[config.mk]
export PLATFORM = sky130hd
export DESIGN_NAME = clkgen_strobes
export DESIGN_NICKNAME = d
export VERILOG_FILES = /design/src/rtl/clkgen_pkg.sv /design/src/rtl/clkgen_divider.sv /design/src/rtl/clkgen_fault_flag.sv /design/src/rtl/clkgen_strobes.sv
export SDC_FILE = /design/constraint.sdc
export NUM_CORES = 1
export LEC_CHECK = 0
export BUFFER_PORTS_ARGS = -buffer_cell sky130_fd_sc_hd__buf_2
export CAP_MARGIN = 20
export CORE_UTILIZATION = 35
export CTS_CLUSTER_DIAMETER = 60
export DETAILED_ROUTE_END_ITERATION = 8
export PLACE_DENSITY_LB_ADDON = 0.1
export SLEW_MARGIN = 20
export SYNTH_ARGS = -nofsm -noshare
export SYNTH_HDL_FRONTEND = slang
export SYNTH_SLANG_ARGS = --single-unit
[constraint.sdc]
create_clock -name clk -period 4.15 [get_ports clk]
set_input_delay 0.6225 -clock clk [delete_from_list [all_inputs] [get_ports clk]]
set_output_delay 0.6225 -clock clk [all_outputs]
set_load 0.1 [all_outputs]
[src/rtl/clkgen_pkg.sv]
package clkgen_pkg;

    localparam int N_OUT  = 3;
    localparam int SRC_W  = 2;
    localparam int DIV_W  = 2;
    localparam int CNT_W  = (1 << DIV_W) - 1;
    localparam int DATA_W = 8;
    localparam int ADDR_W = 2;
    localparam int FLAG_BIT = DATA_W - 1;

    localparam logic [ADDR_W-1:0] ADDR_LF    = 2'd3;
    localparam logic [1:0]        LF_CODE_VLP = 2'd2;

    typedef struct packed {
        logic [SRC_W-1:0] src;
        logic [DIV_W-1:0] div;
    } out_cfg_t;

    // auxiliary output (index 2) defaults to the low-frequency slot
    function automatic out_cfg_t cfg_default(input int idx);
        out_cfg_t c;
        c.src = (idx == 2) ? SRC_W'(3) : SRC_W'(0);
        c.div = '0;
        return c;
    endfunction

    function automatic logic src_is_lf(input logic [SRC_W-1:0] src);
        return src[SRC_W-1];
    endfunction

endpackage

[src/rtl/clkgen_divider.sv]
module clkgen_divider #(
    parameter int DIV_W = 2,
    localparam int CNT_W = (1 << DIV_W) - 1
) (
    input  logic             clk,
    input  logic             rst,
    input  logic             tick,
    input  logic             restart,
    input  logic [DIV_W-1:0] div_code,
    output logic             stb
);

    logic [CNT_W-1:0] cnt;
    logic [CNT_W-1:0] lim;

    assign lim = CNT_W'((1 << div_code) - 1);

    always_ff @(posedge clk) begin
        if (rst || restart) begin
            cnt <= '0;
            stb <= 1'b0;
        end else begin
            stb <= 1'b0;
            if (tick) begin
                if (cnt == lim) begin
                    cnt <= '0;
                    stb <= 1'b1;
                end else begin
                    cnt <= cnt + 1'b1;
                end
            end
        end
    end

    p_restart_quiet_r6: assert property (@(posedge clk) disable iff (rst)
        restart |=> !stb);

    p_stb_needs_tick_r4: assert property (@(posedge clk) disable iff (rst)
        stb |-> $past(tick));

    p_gap_after_strobe_r4: assert property (@(posedge clk) disable iff (rst)
        (stb && div_code != '0) |=> !stb);

endmodule

[src/rtl/clkgen_fault_flag.sv]
module clkgen_fault_flag (
    input  logic clk,
    input  logic rst,
    input  logic fault_in,
    input  logic clear_req,
    output logic flag
);

    always_ff @(posedge clk) begin
        if (rst) flag <= 1'b0;
        else     flag <= fault_in | (flag & ~clear_req);
    end

    p_fault_sets_r7: assert property (@(posedge clk) disable iff (rst)
        fault_in |=> flag);

    p_fault_beats_clear_r9: assert property (@(posedge clk) disable iff (rst)
        (fault_in && clear_req) |=> flag);

    p_sticky_r7: assert property (@(posedge clk) disable iff (rst)
        (flag && !clear_req) |=> flag);

    p_clear_r8: assert property (@(posedge clk) disable iff (rst)
        (clear_req && !fault_in) |=> !flag);

endmodule

[src/rtl/clkgen_strobes.sv]
module clkgen_strobes
    import clkgen_pkg::*;
(
    input  logic              clk,
    input  logic              rst,
    input  logic              dco_tick,
    input  logic              xtal_tick,
    input  logic              vlp_tick,
    input  logic              xtal_fault,
    input  logic              cfg_we,
    input  logic [ADDR_W-1:0] cfg_addr,
    input  logic [DATA_W-1:0] cfg_wdata,
    output logic              mst_stb,
    output logic              sub_stb,
    output logic              aux_stb,
    output logic              osc_fault
);

    logic             lf_vlp_q;
    logic             lf_tick;
    logic             lf_wr;
    logic             lf_wr_vlp;
    logic             lf_changed;
    logic [N_OUT-1:0] stb_vec;
    logic             unused_wdata;

    assign unused_wdata = ^cfg_wdata[FLAG_BIT-1:SRC_W+DIV_W];

    // low-frequency slot: crystal or very-low-power oscillator
    assign lf_tick    = lf_vlp_q ? vlp_tick : xtal_tick;
    assign lf_wr      = cfg_we && (cfg_addr == ADDR_LF);
    assign lf_wr_vlp  = (cfg_wdata[1:0] == LF_CODE_VLP);
    assign lf_changed = lf_wr && (lf_wr_vlp != lf_vlp_q);

    always_ff @(posedge clk) begin
        if (rst)        lf_vlp_q <= 1'b0;
        else if (lf_wr) lf_vlp_q <= lf_wr_vlp;
    end

    for (genvar g = 0; g < N_OUT; g++) begin : g_out
        out_cfg_t cfg_q;
        logic     wr_hit;
        logic     src_lf;
        logic     restart;
        logic     tick;

        assign wr_hit  = cfg_we && (cfg_addr == ADDR_W'(g));
        assign src_lf  = src_is_lf(cfg_q.src);
        assign restart = wr_hit || (lf_changed && src_lf);
        assign tick    = src_lf ? lf_tick : dco_tick;

        always_ff @(posedge clk) begin
            if (rst)         cfg_q <= cfg_default(g);
            else if (wr_hit) cfg_q <= out_cfg_t'(cfg_wdata[SRC_W+DIV_W-1:0]);
        end

        clkgen_divider #(.DIV_W(DIV_W)) u_div (
            .clk      (clk),
            .rst      (rst),
            .tick     (tick),
            .restart  (restart),
            .div_code (cfg_q.div),
            .stb      (stb_vec[g])
        );
    end

    clkgen_fault_flag u_fault (
        .clk       (clk),
        .rst       (rst),
        .fault_in  (xtal_fault),
        .clear_req (lf_wr && !cfg_wdata[FLAG_BIT]),
        .flag      (osc_fault)
    );

    assign mst_stb = stb_vec[0];
    assign sub_stb = stb_vec[1];
    assign aux_stb = stb_vec[2];

    p_reset_quiet_r1: assert property (@(posedge clk)
        rst |=> (stb_vec == '0 && !osc_fault));

    p_lf_restart_r10: assert property (@(posedge clk) disable iff (rst)
        (lf_changed && src_is_lf(g_out[2].cfg_q.src)) |=> !aux_stb);

endmodule

==> summary.md, run 1 <==
| Metric | Value |
|---|---|
| Gr ovfl total | 0 |
| Wire length on met2 | just over 1 mm |
| Fin cells | 193 |
| CP Buf/Inv Count | 1 |
| Setup TNS Final | 0 ns |
| Sequential Power Share | 0.541 |
| Final GP Congestion | between 0.7 and 0.8 |
| F_max | around 590 MHz |
| Largest net degree at the start of global routing | 15 |
| CP required | 3.53 ns |
| Fillers | 369 |
| Syn Nets | ~150 |
| CP startpoint kind | register |
| Setup WS post-layout | between 2 and 2.5 ns |
| CP peak stage delay | 0.42 ns |
| Setup violators final | 0 |
| Antenna fix cells | 0 |
| Crit path DAT | between 1 and 1.5 ns |
| Area Overhead vs Synth | 12.6% |
| Die Y | between 60 and 70 um |
| Drt pass-1 iters | 5 |
| Worst setup EP type | primary output |
| Post-Syn Instances | 129 |
| IO buf count | 16 |
| Kind of critical path | register to primary output |
| Skew-Pair Late Insertion Delay | around 0.32 ns |
| Mux contribution to synthesized area | 0.131 |
| Post-DP HPWL | 1.86 mm |
| Root Buffer | clkbuf_4 |
| CP startpoint | u_fault.flag$_SDFF_PP0_ |
| Layout Nets | roughly 170 |
| Vias per cell | around 5.0 |
| Num CTS Buffers | 3 |
| Placed Area | around 0.0014 sq mm |
| Antenna viol nets, final | 0 |
| Largest family of logic cells by synthesized area | simple AND/OR/NAND/NOR gates |
| Multi-input gate area | between 700 and 800 sq um |
| RR Startpoint | lf_vlp_q$_SDFFE_PP0N_ |
| Worst IR Drop VDD | around 0.11 mV |
| Pleak | 0.000530 uW |
| Max-Slew Margin vs Limit | 0.536 |
| Worst-path fanout max | 2 |
| Post-route cell area | about 0.0014 sq mm |
| Unrepaired setup endpoints after global routing | false |
| Storage cell area | 460 sq um |
| Critical-path top delay cell | buf_2 |
| Hold buffers post-CTS | 0 |
| # placed instances | roughly 190 |
| Synth Area in Adders | 0.0303 |
| XOR/XNOR Fraction of Synth Area | 0.0494 |
| Drt total wl | around 2.4 mm |
| H-tree lvl count | 1 |
| Ys Warns | 0 |
| Post-synthesis compound-gate area fraction | 0.139 |
| Final Cycle Share | 0.411 |
| Die area | between 0.003 and 0.004 sq mm |
| Comb power frac | 0.224 |
| Simple-gate share of the synthesized area | 0.259 |
| DRT met1 WL | 1.20 mm |
| Number of max-cap violations | 0 |
| Layout Skew | 0.00685 ns |
| DR DRC count | 0 |
| Worst Max-Slew Pin Slew | a little under 0.7 ns |
| # Post-CTS Setup Buffers | 0 |
| Initial antenna violation count | 0 |
| Initial DRC Count | 20 |
| Register area share after synthesis | 0.371 |
| Switching Share | 0.325 |
| Initial Utilization | 0.369 |
| Max clock buf depth | 2 |
| Vias in the first global route | 929 |
| Hold_sp | u_fault.flag$_SDFF_PP0_ |
| CTS sink cnt | 23 |
| Cell family with most CP delay | buffers and inverters |
| Setup WS pre-CTS | between 2 and 2.5 ns |
| Core footprint | 0.00336 sq mm |
| Status | complete, no violations |
| Share of cells above drive strength 1 | 0.245 |
| Num ports | 21 |
| P per Cell Area | between 300 and 400 mW/mm^2 |
| Number of gates resized after cts | 0 |
| CTS tree | yes |
| Synth unique cells | 27 |
| Syn Area/Cell | between 9 and 10 sq um |
| Crit path time final | ~1.7 ns |
| Internal | 303 uW |
| Top layer in use | met4 |
| Slew Limit Fails | 0 |
| Clk pwr share | 0.234 |
| Vias | between 900 and 1k |
| Post-synthesis instance area | between 0.001 and 0.0015 sq mm |
| First-pass GRT wire length | 4.00 mm |
| GRT Total Usage | 0.149 |
| Die Width | between 60 and 70 um |
| Row count | 21 |
| Final Hold Fails | 0 |
| Routed length on met3 | ~110 um |
| Seq cells post-synth | 23 |
| NetSw | about 150 uW |
| Reg clk slew, reported paths | ~0.13 ns |
| Worst hold path type | register to register |
| Post-DR wirelength/cell | 12.3 um |
| Worst path cell trace | buf_2 |
-- cells by family after synthesis --
| group | count (synthesis) |
|---|---|
| AND/OR/NAND/NOR | 54 |
| flip-flops | 23 |
| AO/OA/AOI/OAI | 21 |
| multiplexers | 15 |
| XOR/XNOR | 7 |
| buffers and inverters | 6 |
| adder cells (fa/ha/maj) | 3 |
-- layout by cell type, fill, tap and decap left out, types with 2 or more instances in the layout --
cell,count
o21ai_0,6
or4_1,3
nor2_1,19
nor2b_1,2
o21a_1,3
a211oi_2,3
nor3_2,6
clkbuf_4,3
nand3b_1,5
nand4_1,3
a21oi_1,5
dfxtp_1,23
nor3_1,3
ha_1,3
buf_2,16
a21oi_4,3
nand2_1,3
or3b_2,3
xnor2_1,7
nand2b_1,4
inv_1,4
mux2i_1,14
-- state kept, by name (all words and copies together) (netlist names) --
register	flops
u_fault.flag	1
g_out.cfg_q	9
g_out.u_div.stb	3
g_out.u_div.cnt	9
lf_vlp_q	1
-- through the flow --
stage                     hold slack, ns   util  total power [uW]
after floorplan                    0.502      -               326
after global placement             0.460  0.407               346
after detailed placement           0.482  0.407               350
after CTS                          0.510  0.415               457
after global routing               0.517  0.415               477
final                              0.513  0.415               449
-- path summary, 6_finish.rpt --
path,to,slack [ns],cells after the start
max,osc_fault,2.45,1
min,u_fault.flag$_SDFF_PP0_,0.51,2
max reg2reg,g_out[2].u_div.cnt[0]$_SDFFE_PP0P_,2.63,4
min reg2reg,u_fault.flag$_SDFF_PP0_,0.51,2
-- synthesized netlist by cell type (all sizes together) --
master	n	area (sq um)
a211oi	3	37.5
nand4	3	18.8
or4	3	22.5
o21ai	6	30.0
nor3	9	75.1
dfxtp	23	460
mux2i	15	163
buf	1	5.00
and3	1	6.26
nand2	3	11.3
a211o	1	8.76
nor2	19	71.3
a21oi	8	73.8
nor2b	2	12.5
clkbuf	1	3.75
inv	4	15.0
ha	3	37.5
nand2b	4	25.0
nor3b	1	7.51
o21a	3	22.5
or3b	3	26.3
xnor2	7	61.3
nand3b	5	37.5
and2b	1	7.51
-- routing by layer --
metal	track usage	up-vias
met5	0	-
met1	0.191	438
met2	0.241	24
met3	0.0294	5
met4	0.0667	0
li1	-	494
-- layout make-up --
class,count,share of cell area
multi-input cells,100,0.541
clock buffers,3,0.0161
clock inverters,1,0.00358
well taps,46,0.0412
flip-flops and latches,23,0.330
inverters,4,0.0108
repair buffers,16,0.0573
-- power by group through the flow --
stage / Sequential, uW / Clock (uW) / Combinational [uW]
2_1_floorplan: 271 / 0 / 55.2
3_3_place_gp: 248 / 0 / 98.8
3_5_place_dp: 248 / 0 / 101
4_1_cts: 243 / 112 / 102
5_1_grt: 245 / 121 / 111
6_report: 243 / 105 / 101
Power figures use the tool's default switching activity.
==> inputs of run 2 (changes only) <==
Clock period 4.15 ns to 1.7 ns, I/O delays scaled along.
==> run 2 against run 1 <==
Against the previous run:
- clock skew shrank 0.0020 ns
- non-clock buffer count increased by 2
- critical path depth up 3
- critical endpoint is now g_out[1].u_div.cnt[0]$_SDFFE_PP0P_
- largest cell class unchanged
==> summary.md, run 2 (synthesis gave the netlist of run 1 again) <==
| Metric | Value |
|---|---|
| Status | complete, no violations |
| Worst IR Drop VDD | 0.263 mV |
| Comb power frac | 0.225 |
| Crit path time final | between 1 and 1.5 ns |
| Drt total wl | around 2.2 mm |
| Commonest cells after routing, fill and taps aside | 23 x dfxtp_1, 19 x nor2_1, 16 x buf_2 |
| Hold_ws | approximately 0.15 ns |
| RR Endpoint | g_out[1].u_div.cnt[0]$_SDFFE_PP0P_ |
| Most common cell after layout, fill and taps aside | dfxtp_1 |
| Pleak | 0.000537 uW |
| Row count | 21 |
| Hold buffers post-CTS | 0 |
| Post-route cell area | about 0.0014 sq mm |
| Initial Utilization | 0.369 |
| Internal | 747 uW |
| Worst setup EP type | register |
| # placed instances | 191 |
| Setup violators final | 0 |
| Post-DP HPWL | 1.74 mm |
| Critical-path top delay cell | or4_1 |
| Num CTS Buffers | 3 |
| NetSw | 354 uW |
| Register-to-Register Path Depth | 4 |
| CTS tree | yes |
| Reg2Reg Setup Slack | around 0.22 ns |
| Fillers | 360 |
| Clk pwr share | 0.236 |
| Slew Limit Fails | 0 |
| Die area | 0.00378 sq mm |
| Max clock buf depth | 2 |
| Antenna fix cells | 0 |
| CP required | 1.89 ns |
| CP startpoint kind | register |
| Setup TNS Final | 0 ns |
| Share of cells above drive strength 1 | 0.248 |
| Final GP Congestion | around 0.72 |
| Final Hold Fails | 0 |
| Die Y | between 60 and 70 um |
| Largest net degree at the start of global routing | 15 |
| Hold depth | 3 |
| Root Buffer | clkbuf_4 |
| Worst Max-Slew Pin Slew | just under 0.6 ns |
| Sequential Power Share | 0.539 |
| H-tree lvl count | 1 |
| IO buf count | 16 |
| Post-DR wirelength/cell | 11.5 um |
| Vias | between 900 and 1k |
| Number of max-cap violations | 0 |
| P per Cell Area | around 800 mW/mm^2 |
| Die Width | 61.5 um |
| Gr ovfl total | 0 |
| Crit path DAT | 1.67 ns |
| Core footprint | ~0.0034 sq mm |
| Skew-Pair Late Insertion Delay | around 0.31 ns |
| Layout Utilization | 0.419 |
| DR DRC count | 0 |
| Critical path destination | g_out[1].u_div.cnt[0]$_SDFFE_PP0P_ |
| Worst path cell trace | or4_1 > mux2i_1 > o21a_1 > nor3_1 |
| Vias per cell | about 5.0 |
| Unrepaired setup endpoints after global routing | false |
| Reg clk slew, reported paths | 0.12 ns |
| Layout Nets | 170 |
| First-pass GRT wire length | 3.66 mm |
| # Post-CTS Setup Buffers | 0 |
| Fin cells | between 150 and 200 |
| Placed Area | between 0.001 and 0.0015 sq mm |
| GRT Total Usage | 0.135 |
| Final Cycle Share | 0.869 |
| Vias in the first global route | 863 |
| Top flop regs | g_out.cfg_q x9, g_out.u_div.cnt x9, g_out.u_div.stb x3 |
| F_max | between 600 and 700 MHz |
| Layout Skew | between 0.004 and 0.005 ns |
| Worst hold path type | input pin to register |
| Switching Share | 0.322 |
| Max-Slew Margin vs Limit | 0.599 |
| Num ports | 21 |
| Initial antenna violation count | 0 |
| Initial DRC Count | 31 |
| Drt pass-1 iters | 4 |
| Worst-path fanout max | 4 |
| Antenna viol nets, final | 0 |
| Area Overhead vs Synth | 13.7% |
| CTS sink cnt | 23 |
| RR Startpoint | g_out[1].u_div.cnt[2]$_SDFFE_PP0P_ |
| Number of gates resized after cts | 0 |
| CP peak stage delay | around 0.52 ns |
| CP startpoint | g_out[1].u_div.cnt[2]$_SDFFE_PP0P_ |
| Kind of critical path | register to register |
-- run 2: changes by cell type in the layout (fill, tap and decap cells not counted) --
cell and delta:
clkbuf_1 +1, clkinv_2 -1, buf_4 +2
-- run 2: worst min-delay path by stage --
stage,startpoint,end,slack [ns]
2_1_floorplan,rst,g_out[2].cfg_q[3]$_SDFFE_PP1P_,0.35
3_3_place_gp,u_fault.flag$_SDFF_PP0_,u_fault.flag$_SDFF_PP0_,0.46
5_1_grt,xtal_fault,u_fault.flag$_SDFF_PP0_,0.15
6_report,xtal_fault,u_fault.flag$_SDFF_PP0_,0.15
4_1_cts,xtal_fault,u_fault.flag$_SDFF_PP0_,0.14
3_5_place_dp,u_fault.flag$_SDFF_PP0_,u_fault.flag$_SDFF_PP0_,0.47
-- run 2: per-layer routing --
metal	global-route usage	routed length, um	vias to the layer above
li1	-	-	503
met1	0.186	1170	434
met2	0.197	926	26
met3	0.0273	109	4
met4	0.0762	31	0
met5	0	0	-
-- run 2: layout make-up --
type                            count  area (sq um)  share of cell area
Timing Repair Buffer               18          95.1              0.0674
Multi-Input combinational cell    100           756               0.536
Sequential cell                    23           460               0.327
Clock buffer                        4          26.3              0.0186
Inverter                            4          15.0              0.0106
Tap cell                           46          57.6              0.0408
-- run 2: critical path, delay by kind of cell, from the launching register on --
| family | cells | cell delay, ns |
|---|---|---|
| mux | 1 | 0.20 |
| compound gates | 1 | 0.21 |
| flops | 1 | 0.36 |
| simple gates | 2 | 0.59 |
-- run 2: stage by stage --
step                      total power, uW  worst slack, ns
after floorplan                       796            0.353
after global placement                849            0.153
after detailed placement              853            0.158
after CTS                            1110            0.196
after global routing                 1170           0.0483
final                                1100            0.224
-- run 2: power groups by stage --
stage	clock network (uW)	registers, uW	logic [uW]
floorplan	0	661	135
global placement	0	604	245
detailed placement	0	605	248
CTS	271	594	249
global route	297	598	271
finish	260	593	248
